==> config.mk <==
export PLATFORM = sky130hd
export DESIGN_NAME = axis_vga_sink
export DESIGN_NICKNAME = d
export VERILOG_FILES = /design/src/rtl/vga_sink_pkg.sv /design/src/rtl/vga_raster_gen.sv /design/src/rtl/vga_stream_lock.sv /design/src/rtl/vga_out_stage.sv /design/src/rtl/axis_vga_sink.sv
export SDC_FILE = /design/constraint.sdc
export NUM_CORES = 1
export LEC_CHECK = 0
export ABC_AREA = 1
export BUFFER_PORTS_ARGS = -buffer_cell sky130_fd_sc_hd__buf_4
export CAP_MARGIN = 30
export CORE_MARGIN = 5
export CORE_UTILIZATION = 60
export DETAILED_ROUTE_END_ITERATION = 6
export PLACE_DENSITY = 0.95
export SLEW_MARGIN = 15
export SYNTH_ARGS = -nofsm -noshare
export SYNTH_HDL_FRONTEND = slang
export SYNTH_SLANG_ARGS = --single-unit
export TNS_END_PERCENT = 5
==> constraint.sdc <==
create_clock -name clk -period 4.3 [get_ports clk]
set_input_delay 0.215 -clock clk [delete_from_list [all_inputs] [get_ports clk]]
set_output_delay 0.215 -clock clk [all_outputs]
set_load 0.01 [all_outputs]
==> src/rtl/vga_sink_pkg.sv <==
package vga_sink_pkg;

    localparam int PIX_IN_W = 24;
    localparam int RGB_W    = 12;

    typedef logic [RGB_W-1:0] rgb444_t;

    typedef enum logic [1:0] {
        LK_SEARCH = 2'd0,
        LK_ARMED  = 2'd1,
        LK_LOCKED = 2'd2
    } lock_state_e;

    // Raster position decoded for downstream stages
    typedef struct packed {
        logic active;
        logic hs_n;
        logic vs_n;
        logic at_origin;
        logic at_eol;
    } raster_pos_t;

    // Per-cycle outcome of the stream lock stage
    typedef struct packed {
        rgb444_t color;
        logic    err;
        logic    underflow;
    } pix_result_t;

    function automatic rgb444_t pack_rgb444(input logic [PIX_IN_W-1:0] d);
        return {d[23:20], d[15:12], d[7:4]};
    endfunction

endpackage

==> src/rtl/vga_raster_gen.sv <==
module vga_raster_gen
    import vga_sink_pkg::*;
#(
    parameter int H_ACT  = 640,
    parameter int H_FP   = 16,
    parameter int H_SYNC = 96,
    parameter int H_BP   = 48,
    parameter int V_ACT  = 480,
    parameter int V_FP   = 10,
    parameter int V_SYNC = 2,
    parameter int V_BP   = 33
) (
    input  logic        clk,
    input  logic        rst,
    output raster_pos_t pos
);
    localparam int H_TOTAL = H_ACT + H_FP + H_SYNC + H_BP;
    localparam int V_TOTAL = V_ACT + V_FP + V_SYNC + V_BP;
    localparam int HW      = $clog2(H_TOTAL);
    localparam int VW      = $clog2(V_TOTAL);

    localparam logic [HW-1:0] H_LAST   = HW'(H_TOTAL - 1);
    localparam logic [VW-1:0] V_LAST   = VW'(V_TOTAL - 1);
    localparam logic [HW-1:0] H_ACT_C  = HW'(H_ACT);
    localparam logic [VW-1:0] V_ACT_C  = VW'(V_ACT);
    localparam logic [HW-1:0] H_EOL    = HW'(H_ACT - 1);
    localparam logic [HW-1:0] HS_BEG   = HW'(H_ACT + H_FP);
    localparam logic [HW-1:0] HS_END   = HW'(H_ACT + H_FP + H_SYNC);
    localparam logic [VW-1:0] VS_BEG   = VW'(V_ACT + V_FP);
    localparam logic [VW-1:0] VS_END   = VW'(V_ACT + V_FP + V_SYNC);

    logic [HW-1:0] hcnt;
    logic [VW-1:0] vcnt;

    always_ff @(posedge clk) begin
        if (rst) begin
            hcnt <= '0;
            vcnt <= '0;
        end else if (hcnt == H_LAST) begin
            hcnt <= '0;
            vcnt <= (vcnt == V_LAST) ? '0 : vcnt + 1'b1;
        end else begin
            hcnt <= hcnt + 1'b1;
        end
    end

    always_comb begin
        pos.active    = (hcnt < H_ACT_C) && (vcnt < V_ACT_C);
        pos.hs_n      = !((hcnt >= HS_BEG) && (hcnt < HS_END));
        pos.vs_n      = !((vcnt >= VS_BEG) && (vcnt < VS_END));
        pos.at_origin = (hcnt == '0) && (vcnt == '0);
        pos.at_eol    = (hcnt == H_EOL);
    end

    AST_H_WRAP: assert property (@(posedge clk) disable iff (rst)
        (hcnt == H_LAST) |=> (hcnt == '0));
    AST_V_HOLD: assert property (@(posedge clk) disable iff (rst)
        (hcnt != H_LAST) |=> $stable(vcnt));

endmodule

==> src/rtl/vga_stream_lock.sv <==
module vga_stream_lock
    import vga_sink_pkg::*;
(
    input  logic                clk,
    input  logic                rst,
    input  logic                active,
    input  logic                at_origin,
    input  logic                at_eol,
    input  logic                s_tvalid,
    output logic                s_tready,
    input  logic [PIX_IN_W-1:0] s_tdata,
    input  logic                s_tuser,
    input  logic                s_tlast,
    output pix_result_t         res
);
    lock_state_e         st, st_nxt;
    logic [PIX_IN_W-1:0] hold_data;
    logic                hold_last;

    assign s_tready = (st == LK_SEARCH) || ((st == LK_LOCKED) && active);

    always_comb begin
        res    = '0;
        st_nxt = st;
        unique case (st)
            LK_SEARCH: begin
                if (s_tvalid && s_tuser) st_nxt = LK_ARMED;
            end
            LK_ARMED: begin
                if (active && at_origin) begin
                    if (hold_last != at_eol) begin
                        res.err = 1'b1;
                        st_nxt  = LK_SEARCH;
                    end else begin
                        res.color = pack_rgb444(hold_data);
                        st_nxt    = LK_LOCKED;
                    end
                end
            end
            LK_LOCKED: begin
                if (active) begin
                    if (s_tvalid) begin
                        if ((s_tlast != at_eol) || (s_tuser != at_origin)) begin
                            res.err = 1'b1;
                            st_nxt  = LK_SEARCH;
                        end else begin
                            res.color = pack_rgb444(s_tdata);
                        end
                    end else begin
                        res.underflow = 1'b1;
                    end
                end
            end
            default: st_nxt = LK_SEARCH;
        endcase
    end

    always_ff @(posedge clk) begin
        if (rst) begin
            st        <= LK_SEARCH;
            hold_data <= '0;
            hold_last <= 1'b0;
        end else begin
            st <= st_nxt;
            if ((st == LK_SEARCH) && s_tvalid && s_tuser) begin
                hold_data <= s_tdata;
                hold_last <= s_tlast;
            end
        end
    end

    AST_SOF_ARMS: assert property (@(posedge clk) disable iff (rst)
        ((st == LK_SEARCH) && s_tvalid && s_tuser) |=> (st == LK_ARMED));
    AST_LOCK_AT_ORIGIN: assert property (@(posedge clk) disable iff (rst)
        ((st == LK_LOCKED) && ($past(st) != LK_LOCKED))
            |-> ($past(active) && $past(at_origin)));
    AST_HOLD_STABLE: assert property (@(posedge clk) disable iff (rst)
        (st == LK_ARMED) |=> $stable(hold_data));

endmodule

==> src/rtl/vga_out_stage.sv <==
module vga_out_stage
    import vga_sink_pkg::*;
#(
    parameter int UF_W = 16
) (
    input  logic            clk,
    input  logic            rst,
    input  logic            active,
    input  logic            hs_n,
    input  logic            vs_n,
    input  pix_result_t     res,
    output rgb444_t         rgb,
    output logic            hsync_n,
    output logic            vsync_n,
    output logic            align_err,
    output logic [UF_W-1:0] underflow_cnt
);
    always_ff @(posedge clk) begin
        if (rst) begin
            rgb           <= '0;
            hsync_n       <= 1'b1;
            vsync_n       <= 1'b1;
            align_err     <= 1'b0;
            underflow_cnt <= '0;
        end else begin
            rgb       <= active ? res.color : '0;
            hsync_n   <= hs_n;
            vsync_n   <= vs_n;
            align_err <= res.err;
            if (res.underflow) underflow_cnt <= underflow_cnt + 1'b1;
        end
    end

    AST_BLANK_OUTSIDE: assert property (@(posedge clk) disable iff (rst)
        (rgb != '0) |-> $past(active));
    AST_UF_STEP: assert property (@(posedge clk) disable iff (rst)
        1'b1 |=> ((underflow_cnt == $past(underflow_cnt)) ||
                  (underflow_cnt == $past(underflow_cnt) + 1'b1)));
    AST_ERR_BLACK: assert property (@(posedge clk) disable iff (rst)
        align_err |-> (rgb == '0));

endmodule

==> src/rtl/axis_vga_sink.sv <==
module axis_vga_sink
    import vga_sink_pkg::*;
#(
    parameter int H_ACT  = 640,
    parameter int H_FP   = 16,
    parameter int H_SYNC = 96,
    parameter int H_BP   = 48,
    parameter int V_ACT  = 480,
    parameter int V_FP   = 10,
    parameter int V_SYNC = 2,
    parameter int V_BP   = 33,
    parameter int UF_W   = 16
) (
    input  logic                clk,
    input  logic                rst,
    input  logic                s_tvalid,
    output logic                s_tready,
    input  logic [PIX_IN_W-1:0] s_tdata,
    input  logic                s_tuser,
    input  logic                s_tlast,
    output logic                hsync_n,
    output logic                vsync_n,
    output logic [RGB_W-1:0]    rgb,
    output logic                align_err,
    output logic [UF_W-1:0]     underflow_cnt
);
    raster_pos_t pos;
    pix_result_t res;

    vga_raster_gen #(
        .H_ACT (H_ACT),  .H_FP (H_FP),  .H_SYNC (H_SYNC),  .H_BP (H_BP),
        .V_ACT (V_ACT),  .V_FP (V_FP),  .V_SYNC (V_SYNC),  .V_BP (V_BP)
    ) u_raster (
        .clk (clk),
        .rst (rst),
        .pos (pos)
    );

    vga_stream_lock u_lock (
        .clk       (clk),
        .rst       (rst),
        .active    (pos.active),
        .at_origin (pos.at_origin),
        .at_eol    (pos.at_eol),
        .s_tvalid  (s_tvalid),
        .s_tready  (s_tready),
        .s_tdata   (s_tdata),
        .s_tuser   (s_tuser),
        .s_tlast   (s_tlast),
        .res       (res)
    );

    vga_out_stage #(.UF_W(UF_W)) u_out (
        .clk           (clk),
        .rst           (rst),
        .active        (pos.active),
        .hs_n          (pos.hs_n),
        .vs_n          (pos.vs_n),
        .res           (res),
        .rgb           (rgb),
        .hsync_n       (hsync_n),
        .vsync_n       (vsync_n),
        .align_err     (align_err),
        .underflow_cnt (underflow_cnt)
    );

endmodule

==> flow_metrics.tcl, run 1 <==
set metrics [dict create \
    powerDensity_mw_per_mm2 392.4 \
    diodes 0 \
    cp_common_cell "nor2_1" \
    cts-root-buf "clkbuf_8" \
    first_global_vias 3082 \
    grt_start_max_net_pins 28 \
    synth_area_leaders "dfxtp_1 40%, nor2_1 9.9%, nand2_1 8.7%" \
    syn_inst 462 \
    start_util 0.6080 \
    max_slew_margin 0.4425 \
    leakage_nw 1.637 \
    synth_area_per_cell_um2 7.158 \
    critical_path_depth 8 \
    die-area_mm2 0.007096 \
    cts_tree "done" \
    antenna_found_initial 0 \
    r2r_setup_slack_ns 2.33 \
    r2r_start "u_raster.hcnt[0]$_SDFF_PP0_" \
    endpoint "u_out.rgb[2]$_SDFF_PP0_" \
    synth_seq_area_share 0.3995 \
    period_minus_slack_ns 1.974 \
    synth_top_area_share 0.3995 \
    drt_wl_total_um 7344 \
    crit_start "u_raster.hcnt[0]$_SDFF_PP0_" \
    grt_util_all_layers 0.2210 \
    coreArea_mm2 0.005439 \
    cts.sinks 66 \
    slowest_delay_ns 0.54 \
    dr.pass1.iters 5 \
    rsz0062_at_grt "false" \
    max_freq_ghz 0.5066 \
    hpwlAfterDp_um 5194 \
    die_x_um 84.24 \
    finalSetupViolations 0 \
    nets 545 \
    htreeDepth 3 \
    required_ns 4.52 \
    grt_remaining_overflow 0 \
    area_growth_pct 17.59 \
    critical_path_class "flip-flop to flip-flop" \
    tns_ns 0 \
    fin_crit_sh 0.4591 \
    skew_ns 0.005522 \
    synthesis.area_mm2 0.003307 \
    hold_depth 2 \
    stdcell_count 585 \
    layout_common_cells "87 x nor2_1, 77 x nand2_1, 66 x dfxtp_1" \
    dp.cells 569 \
    worst-path-max-fanout 14 \
    fillers 455 \
    critPathSlowestCell "xor2_2" \
    hold_viol 0 \
    seqCellArea_mm2 0.001321 \
    hold_path.class "input pin to flip-flop" \
    clk_pin_slew_worst_paths_ns 0.07 \
    gp_congestion 0.9119 \
    drt-initial-drc-count 159 \
    r2r-end "u_out.rgb[2]$_SDFF_PP0_" \
    cts_buffers 9 \
    cpLargestDelayFamily "XOR/XNOR gates" \
    io_pins 61 \
    cp_data_arrival_time_ns 2.20 \
    drtAntennaViolNets 0 \
    reg2reg_depth 8 \
    io_buffer_count 48 \
    cts_buffer_depth 2 \
    cap_violations 0 \
    via_per_inst 5.268 \
    hold_buffers 0 \
    path_buf_inv 0 \
    die_y_um 84.24 \
    multiInputGateArea_mm2 0.001679 \
    synth_fp_nets 499 \
    drc_errors 0 \
    tightest_slew_ns 0.8340 \
    wire_per_inst_um 12.55 \
    cts.repair.resized 0 \
    clkLatencyLatePin_ns 0.35 \
    synthDistinctLibCells 33 \
    vias 3082 \
    yosysTopAreaCell "dfxtp_1" \
    rows 27 \
    crit_path_start_kind "flip-flop" \
    drive_above_1_share 0.1832 \
    post-cts-setup-buffers 0 \
    endpoint_kind "flip-flop" \
    crit_chain "ha_1 -> nand3_4 -> nor2_4 -> nand2_2 -> xor2_2 -> nor2_1 -> a21oi_1 -> nor2_1" \
    grt_pass1_wl_um 13110 \
    final_common_cell "nor2_1" \
    ys_ff_latch 66 \
    slew_viol_final 0 \
    yosysWarnings 0 \
    peakVddDrop_uv 250.5 \
    status "finished, final reports clean" \
]
[sequential cells by signal, summed over array words and instances (netlist names)]
signal	flops
u_raster.hcnt	10
u_out.align_err	1
u_raster.vcnt	10
u_out.vsync_n	1
u_lock.st	2
u_out.rgb	12
u_lock.hold_last	1
u_out.hsync_n	1
u_out.underflow_cnt	16
u_lock.hold_data	12
[cell families (layout without fill, tap and decap cells)]
| kind of cell | Yosys count | in the layout | synth area share |
|---|---|---|---|
| xor+xnor | 14 | 14 | 0.03935 |
| flops | 66 | 66 | 0.3995 |
| compound gates | 74 | 74 | 0.1165 |
| buf+inv | 72 | 123 | 0.09269 |
| fa+ha+maj | 8 | 8 | 0.03027 |
| simple gates | 228 | 228 | 0.3216 |
[routing by layer]
metal / vias to the layer above / routed length [µm] / GRT usage
met3: 17 / 333 / 0.04711
met5: - / 0 / 0
met4: 0 / 165 / 0.1170
met1: 1418 / 3067 / 0.2503
met2: 91 / 3777 / 0.3874
li1: 1556 / - / -
[stage by stage]
stage | setup WS, ns | area (µm²) | hold slack (ns) | utilization | power [mW]
final | 2.326 | 3889 | 0.1493 | 0.7150 | 1.526
after global routing | 2.114 | 3889 | 0.1622 | 0.7150 | 1.604
after CTS | 2.320 | 3889 | 0.1422 | 0.7150 | 1.529
after detailed placement | 2.330 | 3672 | 0.4495 | 0.6752 | 0.9692
after global placement | 2.369 | 3672 | 0.4405 | 0.6752 | 0.9555
after floorplan | 2.722 | 3307 | 0.3178 | - | 0.9020
[worst min-delay path by stage]
stage,startpoint,endpoint
6_report,rst,u_out.underflow_cnt[11]$_SDFFE_PP0P_
5_1_grt,rst,u_out.underflow_cnt[14]$_SDFFE_PP0P_
4_1_cts,rst,u_out.underflow_cnt[12]$_SDFFE_PP0P_
3_5_place_dp,u_lock.hold_data[4]$_SDFFE_PP0P_,u_lock.hold_data[4]$_SDFFE_PP0P_
3_3_place_gp,u_raster.hcnt[0]$_SDFF_PP0_,u_raster.hcnt[0]$_SDFF_PP0_
2_1_floorplan,rst,u_out.hsync_n$_SDFF_PP1_
[report_power, final]
part	switching, mW	internal (mW)	leakage [nW]
clock network	0.233	0.332	0.110
registers	0.0172	0.648	0.535
logic	0.196	0.0989	0.992
[worst reg2reg max path, cell delays in order, from the launching register on]
cell     delay [ns]
dfxtp_1        0.37
ha_1           0.24
nand3_4        0.13
nor2_4         0.14
nand2_2        0.09
xor2_2         0.54
nor2_1         0.10
a21oi_1        0.18
nor2_1         0.06
[layout make-up]
cell class                 instances  area share
inverter                          59     0.05695
clock buffer                      15     0.04794
tap                               72     0.02317
clock inverter                     1    0.007722
timing repair buffer              48     0.09266
sequential                        66      0.3398
multi-input combinational        324      0.4318
[Yosys cell counts]
| library cell | count |
|---|---|
| nor4_1 | 3 |
| o22ai_1 | 1 |
| a21oi_1 | 44 |
| xor2_2 | 1 |
| nor3b_1 | 3 |
| nor2_2 | 3 |
| nor2_1 | 87 |
| dfxtp_1 | 66 |
| nand3_2 | 2 |
| nand3b_1 | 1 |
| nand2_4 | 2 |
| ha_1 | 8 |
| nand4_1 | 7 |
| nand2_1 | 77 |
| xor2_1 | 8 |
| clkbuf_1 | 4 |
| nor3_2 | 1 |
| nor2_4 | 4 |
| inv_2 | 6 |
| nand3_4 | 2 |
| buf_2 | 5 |
| a211oi_1 | 2 |
| nand3_1 | 14 |
| o21ai_1 | 4 |
| nor3_4 | 1 |
| xnor2_1 | 5 |
| a2111o_1 | 1 |
| buf_6 | 4 |
| inv_1 | 53 |
| nor3_1 | 11 |
| a22oi_1 | 1 |
| nand2_2 | 10 |
| o21ai_0 | 21 |
No activity file was read; power rests on OpenSTA's default activity.
==> inputs of run 2 (changes only) <==
CORE_UTILIZATION = 55   (was 60)
PLACE_DENSITY = 0.9   (was 0.95)
clock period = 2 ns   (was 4.3 ns; I/O delays follow)
==> run 2 against run 1 <==
Against the previous run:
- sequential share of layout area is essentially flat
- maximum frequency grew 10%
- register-to-register slack lost 2.1 ns
- worst hold slack lost 0.12 ns
- critical endpoint is now u_lock.st[1]$_SDFFE_PP0P_
- largest cell class unchanged
==> flow_metrics.tcl, run 2 (synthesized netlist as in run 1, its figures left out) <==
set metrics [dict create \
    r2r_setup_slack_ns 0.21 \
    tns_ns 0 \
    largest_register_ff_count 16 \
    p_comb_frac 0.215 \
    cts_tree "done" \
    first_global_vias 3016 \
    cts_buffer_depth 2 \
    max_slew_margin 0.6611 \
    cp_data_arrival_time_ns 2.04 \
    rsz0062_at_grt "false" \
    wl_met3_um 393 \
    powerDensity_mw_per_mm2 789.5 \
    hold_buffers 0 \
    wire_per_inst_um 12.53 \
    hold_viol 0 \
    endpoint_kind "flip-flop" \
    period_minus_slack_ns 1.794 \
    max_freq_ghz 0.5575 \
    intPower_mw 2.067 \
    die_x_um 87.54 \
    drt_wl_total_um 7432 \
    clk_pin_slew_worst_paths_ns 0.08 \
    dpl_cell_area_mm2 0.003714 \
    tightest_slew_ns 0.5069 \
    clockPowerShare 0.319 \
    final_common_cell "nor2_1" \
    p_sw_frac 0.3263 \
    clkLatencyLatePin_ns 0.35 \
    hpwlAfterDp_um 5307 \
    critical_path_class "flip-flop to flip-flop" \
    grt_start_max_net_pins 27 \
    grt_remaining_overflow 0 \
    diodes 0 \
    htreeDepth 3 \
    final_util 0.6603 \
    cts.repair.resized 0 \
    seqPwrFrac 0.466 \
    cts.sinks 66 \
    die_y_um 87.54 \
    finalPower_mw 3.068 \
    coreArea_mm2 0.005886 \
    antenna_found_initial 0 \
    m1WireLength_um 3143 \
    leakage_nw 1.632 \
    cts_buffers 9 \
    worst-path-max-fanout 14 \
    highest_layer "met4" \
    layout_common_cells "87 x nor2_1, 77 x nand2_1, 66 x dfxtp_1" \
    peakVddDrop_uv 489.6 \
    reg_top3 "u_out.underflow_cnt: 16 flops, u_lock.hold_data: 12 flops, u_out.rgb: 12 flops" \
    drc_errors 0 \
    drtAntennaViolNets 0 \
    drive_above_1_share 0.1950 \
    fin_crit_sh 0.8968 \
    nets 550 \
    start_util 0.5619 \
    rows 28 \
    drt-initial-drc-count 182 \
    required_ns 2.25 \
    crit_path_start_kind "flip-flop" \
    top_register "u_out.underflow_cnt" \
    slew_viol_final 0 \
    p_sw_mw 1.001 \
    finalSetupViolations 0 \
    design_area_mm2 0.003886 \
    area_growth_pct 17.52 \
    dr_wl_met2_um 3685 \
    gp_congestion 0.9088 \
    grt_pass1_wl_um 12640 \
    cts-root-buf "clkbuf_8" \
    post-cts-setup-buffers 0 \
    via_per_inst 5.260 \
    grt_util_all_layers 0.2062 \
    io_buffer_count 48 \
    cap_violations 0 \
    die-area_mm2 0.007663 \
    dr.pass1.iters 5 \
    hold_path.class "input pin to flip-flop" \
    status "finished, final reports clean" \
    skew_ns 0.01395 \
    io_pins 61 \
    vias 3119 \
]
run 2: changes by cell type in the layout (fill, tap and decap cells not counted):
cell,before,now
clkinv_4,0,1
clkbuf_1,2,0
buf_4,48,53
clkbuf_8,13,9
inv_4,0,1
clkinv_2,0,3
inv_2,6,5
bufinv_16,1,0
clkinvlp_4,0,3
run 2: area by class of cell:
cell class	count	area, µm²
flip-flops and latches	66	1321
multi-input cells	324	1679
repair buffers	53	397.9
clock buffers	9	123.9
fillers	528	1999
inverters	59	224.0
well taps	75	93.84
clock inverters	7	46.29
run 2: final timing paths:
check                                                      start                                    to  cells past startpoint
worst max-delay path               u_raster.vcnt[1]$_SDFFE_PP0P_             u_lock.st[1]$_SDFFE_PP0P_                     13
worst min-delay path                                         rst  u_out.underflow_cnt[12]$_SDFFE_PP0P_                      2
worst max register to register     u_raster.vcnt[1]$_SDFFE_PP0P_             u_lock.st[1]$_SDFFE_PP0P_                     13
worst min register to register  u_lock.hold_data[4]$_SDFFE_PP0P_      u_lock.hold_data[4]$_SDFFE_PP0P_                      2
run 2: power by group through the flow:
stage | clock network (mW) | registers (mW) | logic, mW
final | 0.979 | 1.43 | 0.660
after floorplan | 0 | 1.46 | 0.484
after CTS | 1.00 | 1.43 | 0.658
after detailed placement | 0 | 1.46 | 0.645
after global placement | 0 | 1.45 | 0.624
after global routing | 1.06 | 1.44 | 0.741
run 2: critical path, stage by stage, from the launching register on:
cell,delay [ns]
dfxtp_1,0.33
inv_1,0.10
ha_1,0.16
nand2_1,0.06
nor2_2,0.16
nand3_1,0.14
nand2_1,0.12
nand3_4,0.18
nand2_2,0.11
nand2_2,0.05
nand2_2,0.08
nand2_1,0.07
nand2_1,0.07
nor2_1,0.04
run 2: layer usage:
metal	vias up	global-route usage
li1	1570	-
met1	1432	0.2353
met2	94	0.3603
met3	23	0.03669
met4	0	0.1185
met5	-	0
run 2: through the flow:
step	setup WS, ns	std cells	hold slack, ns
final	0.2063	593	0.02588
after global routing	0.03191	593	0.04227
after CTS	0.2130	593	0.02114
after detailed placement	0.2475	577	0.3968
after global placement	0.3010	577	0.3885
after floorplan	0.4215	462	0.2028
==> inputs of run 3 (changes only) <==
clock period = 1.75 ns   (was 2 ns; I/O delays follow)
==> run 3 against run 2 <==
Against the previous run:
- via count up 0.16%
- first-iteration DRC count up 14%
- largest power group is now clock
- critical path depth down 2
==> flow_metrics.tcl, run 3 (synthesized netlist as in run 1, its figures left out) <==
set metrics [dict create \
    hold_viol 0 \
    drc_errors 0 \
    die-area_mm2 0.007663 \
    rsz0062_at_grt "true" \
    seqPwrFrac 0.394 \
    cts_buffer_depth 2 \
    fillers 452 \
    first_global_vias 2804 \
    antenna_found_initial 0 \
    vias 3124 \
    clockPowerShare 0.406 \
    met1_usage 0.2509 \
    dpl_cell_area_mm2 0.003764 \
    endpoint_kind "flip-flop" \
    cts_tree "done" \
    via_per_inst 5.198 \
    final_common_cell "nor2_1" \
    endpoint "u_out.rgb[5]$_SDFF_PP0_" \
    layout_common_cells "85 x nor2_1, 77 x nand2_1, 64 x dfxtp_1" \
    start_util 0.5619 \
    die_y_um 87.54 \
    grt_remaining_overflow 0 \
    r2r_start "u_raster.vcnt[1]$_SDFFE_PP0P_" \
    tightest_slew_ns 0.3029 \
    use_met3 0.05174 \
    cts-root-buf "clkbuf_8" \
    drive_above_1_share 0.2205 \
    htreeDepth 3 \
    period_minus_slack_ns 1.670 \
    critical_path_class "flip-flop to flip-flop" \
    whs_ns 0.02717 \
    coreArea_mm2 0.005886 \
    p_sw_frac 0.2774 \
    crit_start "u_raster.vcnt[1]$_SDFFE_PP0P_" \
    hpwlAfterDp_um 5342 \
    stdcell_count 601 \
    required_ns 2.02 \
    peakVddDrop_uv 726.7 \
    skew_ns 0.008517 \
    use_met2 0.3363 \
    dr.pass1.iters 5 \
    cap_violations 0 \
    critPathSlowestCell "dfxtp_1" \
    clkLatencyLatePin_ns 0.34 \
    p_comb_frac 0.200 \
    diodes 0 \
    powerDensity_mw_per_mm2 1014 \
    reg2reg_depth 11 \
    slowest_delay_ns 0.33 \
    crit_chain "inv_1 -> ha_1 -> nand2_1 -> nor2_4 -> nand3_1 -> nand2_1 -> nand3_4 -> buf_4 -> nor2_1 -> a21oi_1 -> nor2_1" \
    finalSetupViolations 0 \
    drtAntennaViolNets 0 \
    largest_register_ff_count 16 \
    leakage_nw 1.724 \
    wire_per_inst_um 12.37 \
    cp_data_arrival_time_ns 1.94 \
    die_x_um 87.54 \
    cts_buffers 9 \
    p_sw_mw 1.152 \
    nets 558 \
    rows 28 \
    crit_path_start_kind "flip-flop" \
    drt-initial-drc-count 207 \
    status "finished, final reports clean" \
    reg_top3 "u_out.underflow_cnt: 16 flops, u_lock.hold_data: 12 flops, u_out.rgb: 12 flops" \
    design_area_mm2 0.004098 \
    r2r_setup_slack_ns 0.08 \
    clk_pin_slew_worst_paths_ns 0.07 \
    max_slew_margin 0.7976 \
    io_buffer_count 48 \
    grt_util_all_layers 0.2034 \
    drt_wl_total_um 7436 \
    gp_congestion 0.9131 \
    intPower_mw 3.002 \
    worst-path-max-fanout 8 \
    area_growth_pct 23.91 \
    grt-busiest-layer "met2" \
    fin_crit_sh 0.9542 \
    cts.sinks 66 \
    io_pins 61 \
    grt_start_max_net_pins 24 \
    top_register "u_out.underflow_cnt" \
    slew_viol_final 0 \
    hold_path.class "input pin to flip-flop" \
    r2r-end "u_out.rgb[5]$_SDFF_PP0_" \
    grt_pass1_wl_um 12320 \
    max_freq_ghz 0.5989 \
    dp.cells 582 \
]
-- run 3: metrics by stage --
stage | utilization | setup slack [ns] | setup TNS, ns | power, mW
finish | 0.6962 | 0.08013 | 0 | 4.154
global route | 0.6962 | -0.01174 | -0.06846 | 4.364
CTS | 0.6849 | 0.004794 | 0 | 4.147
detailed placement | 0.6395 | 0.01734 | 0 | 2.444
global placement | 0.6395 | 0.07073 | 0 | 2.420
floorplan | - | 0.1715 | 0 | 2.216
-- run 3: area by class of cell --
| type | count | area [µm²] | share of cell area |
|---|---|---|---|
| clock buffers | 9 | 123.9 | 0.03023 |
| clock inverters | 7 | 141.4 | 0.03450 |
| multi-input cells | 324 | 1715 | 0.4186 |
| repair buffers | 61 | 470.5 | 0.1148 |
| inverters | 59 | 229.0 | 0.05588 |
| well taps | 75 | 93.84 | 0.02290 |
| flip-flops and latches | 66 | 1324 | 0.3231 |
-- run 3: repair_timing --
action / in CTS / in global routing
gates cloned: 0 / 0
hold buffers: 0 / 0
setup buffers: 0 / 3
hold endpoints to repair: 0 / 0
setup endpoints to repair: 1 / 26
gates resized for setup: 1 / 12
-- run 3: how the worst min path moves through the flow --
stage / to / cells past startpoint / from
3_3_place_gp: u_lock.hold_data[15]$_SDFFE_PP0P_ / 3 / s_tdata[15]
6_report: u_out.underflow_cnt[11]$_SDFFE_PP0P_ / 2 / rst
3_5_place_dp: u_lock.hold_data[23]$_SDFFE_PP0P_ / 3 / s_tdata[23]
2_1_floorplan: u_out.hsync_n$_SDFF_PP1_ / 1 / rst
5_1_grt: u_out.underflow_cnt[11]$_SDFFE_PP0P_ / 2 / rst
4_1_cts: u_out.underflow_cnt[11]$_SDFFE_PP0P_ / 2 / rst
-- run 3: critical path, delay by kind of cell (launching register included) --
kind / cells / cell delay (ns)
fa+ha+maj: 1 / 0.17
buf+inv: 2 / 0.29
simple gates: 7 / 0.76
compound gates: 1 / 0.05
flops: 1 / 0.33
-- run 3: power by group through the flow --
stage / Combinational (mW) / Clock, mW / Sequential (mW)
final: 0.831 / 1.69 / 1.64
after global routing: 0.937 / 1.78 / 1.64
after CTS: 0.797 / 1.72 / 1.63
after detailed placement: 0.777 / 0 / 1.67
after global placement: 0.758 / 0 / 1.66
after floorplan: 0.553 / 0 / 1.66
-- run 3: layer usage --
layer	vias to the layer above	share of wire
met1	1409	0.42
met4	0	0.023
met5	-	0
met2	110	0.50
met3	17	0.062
li1	1588	-
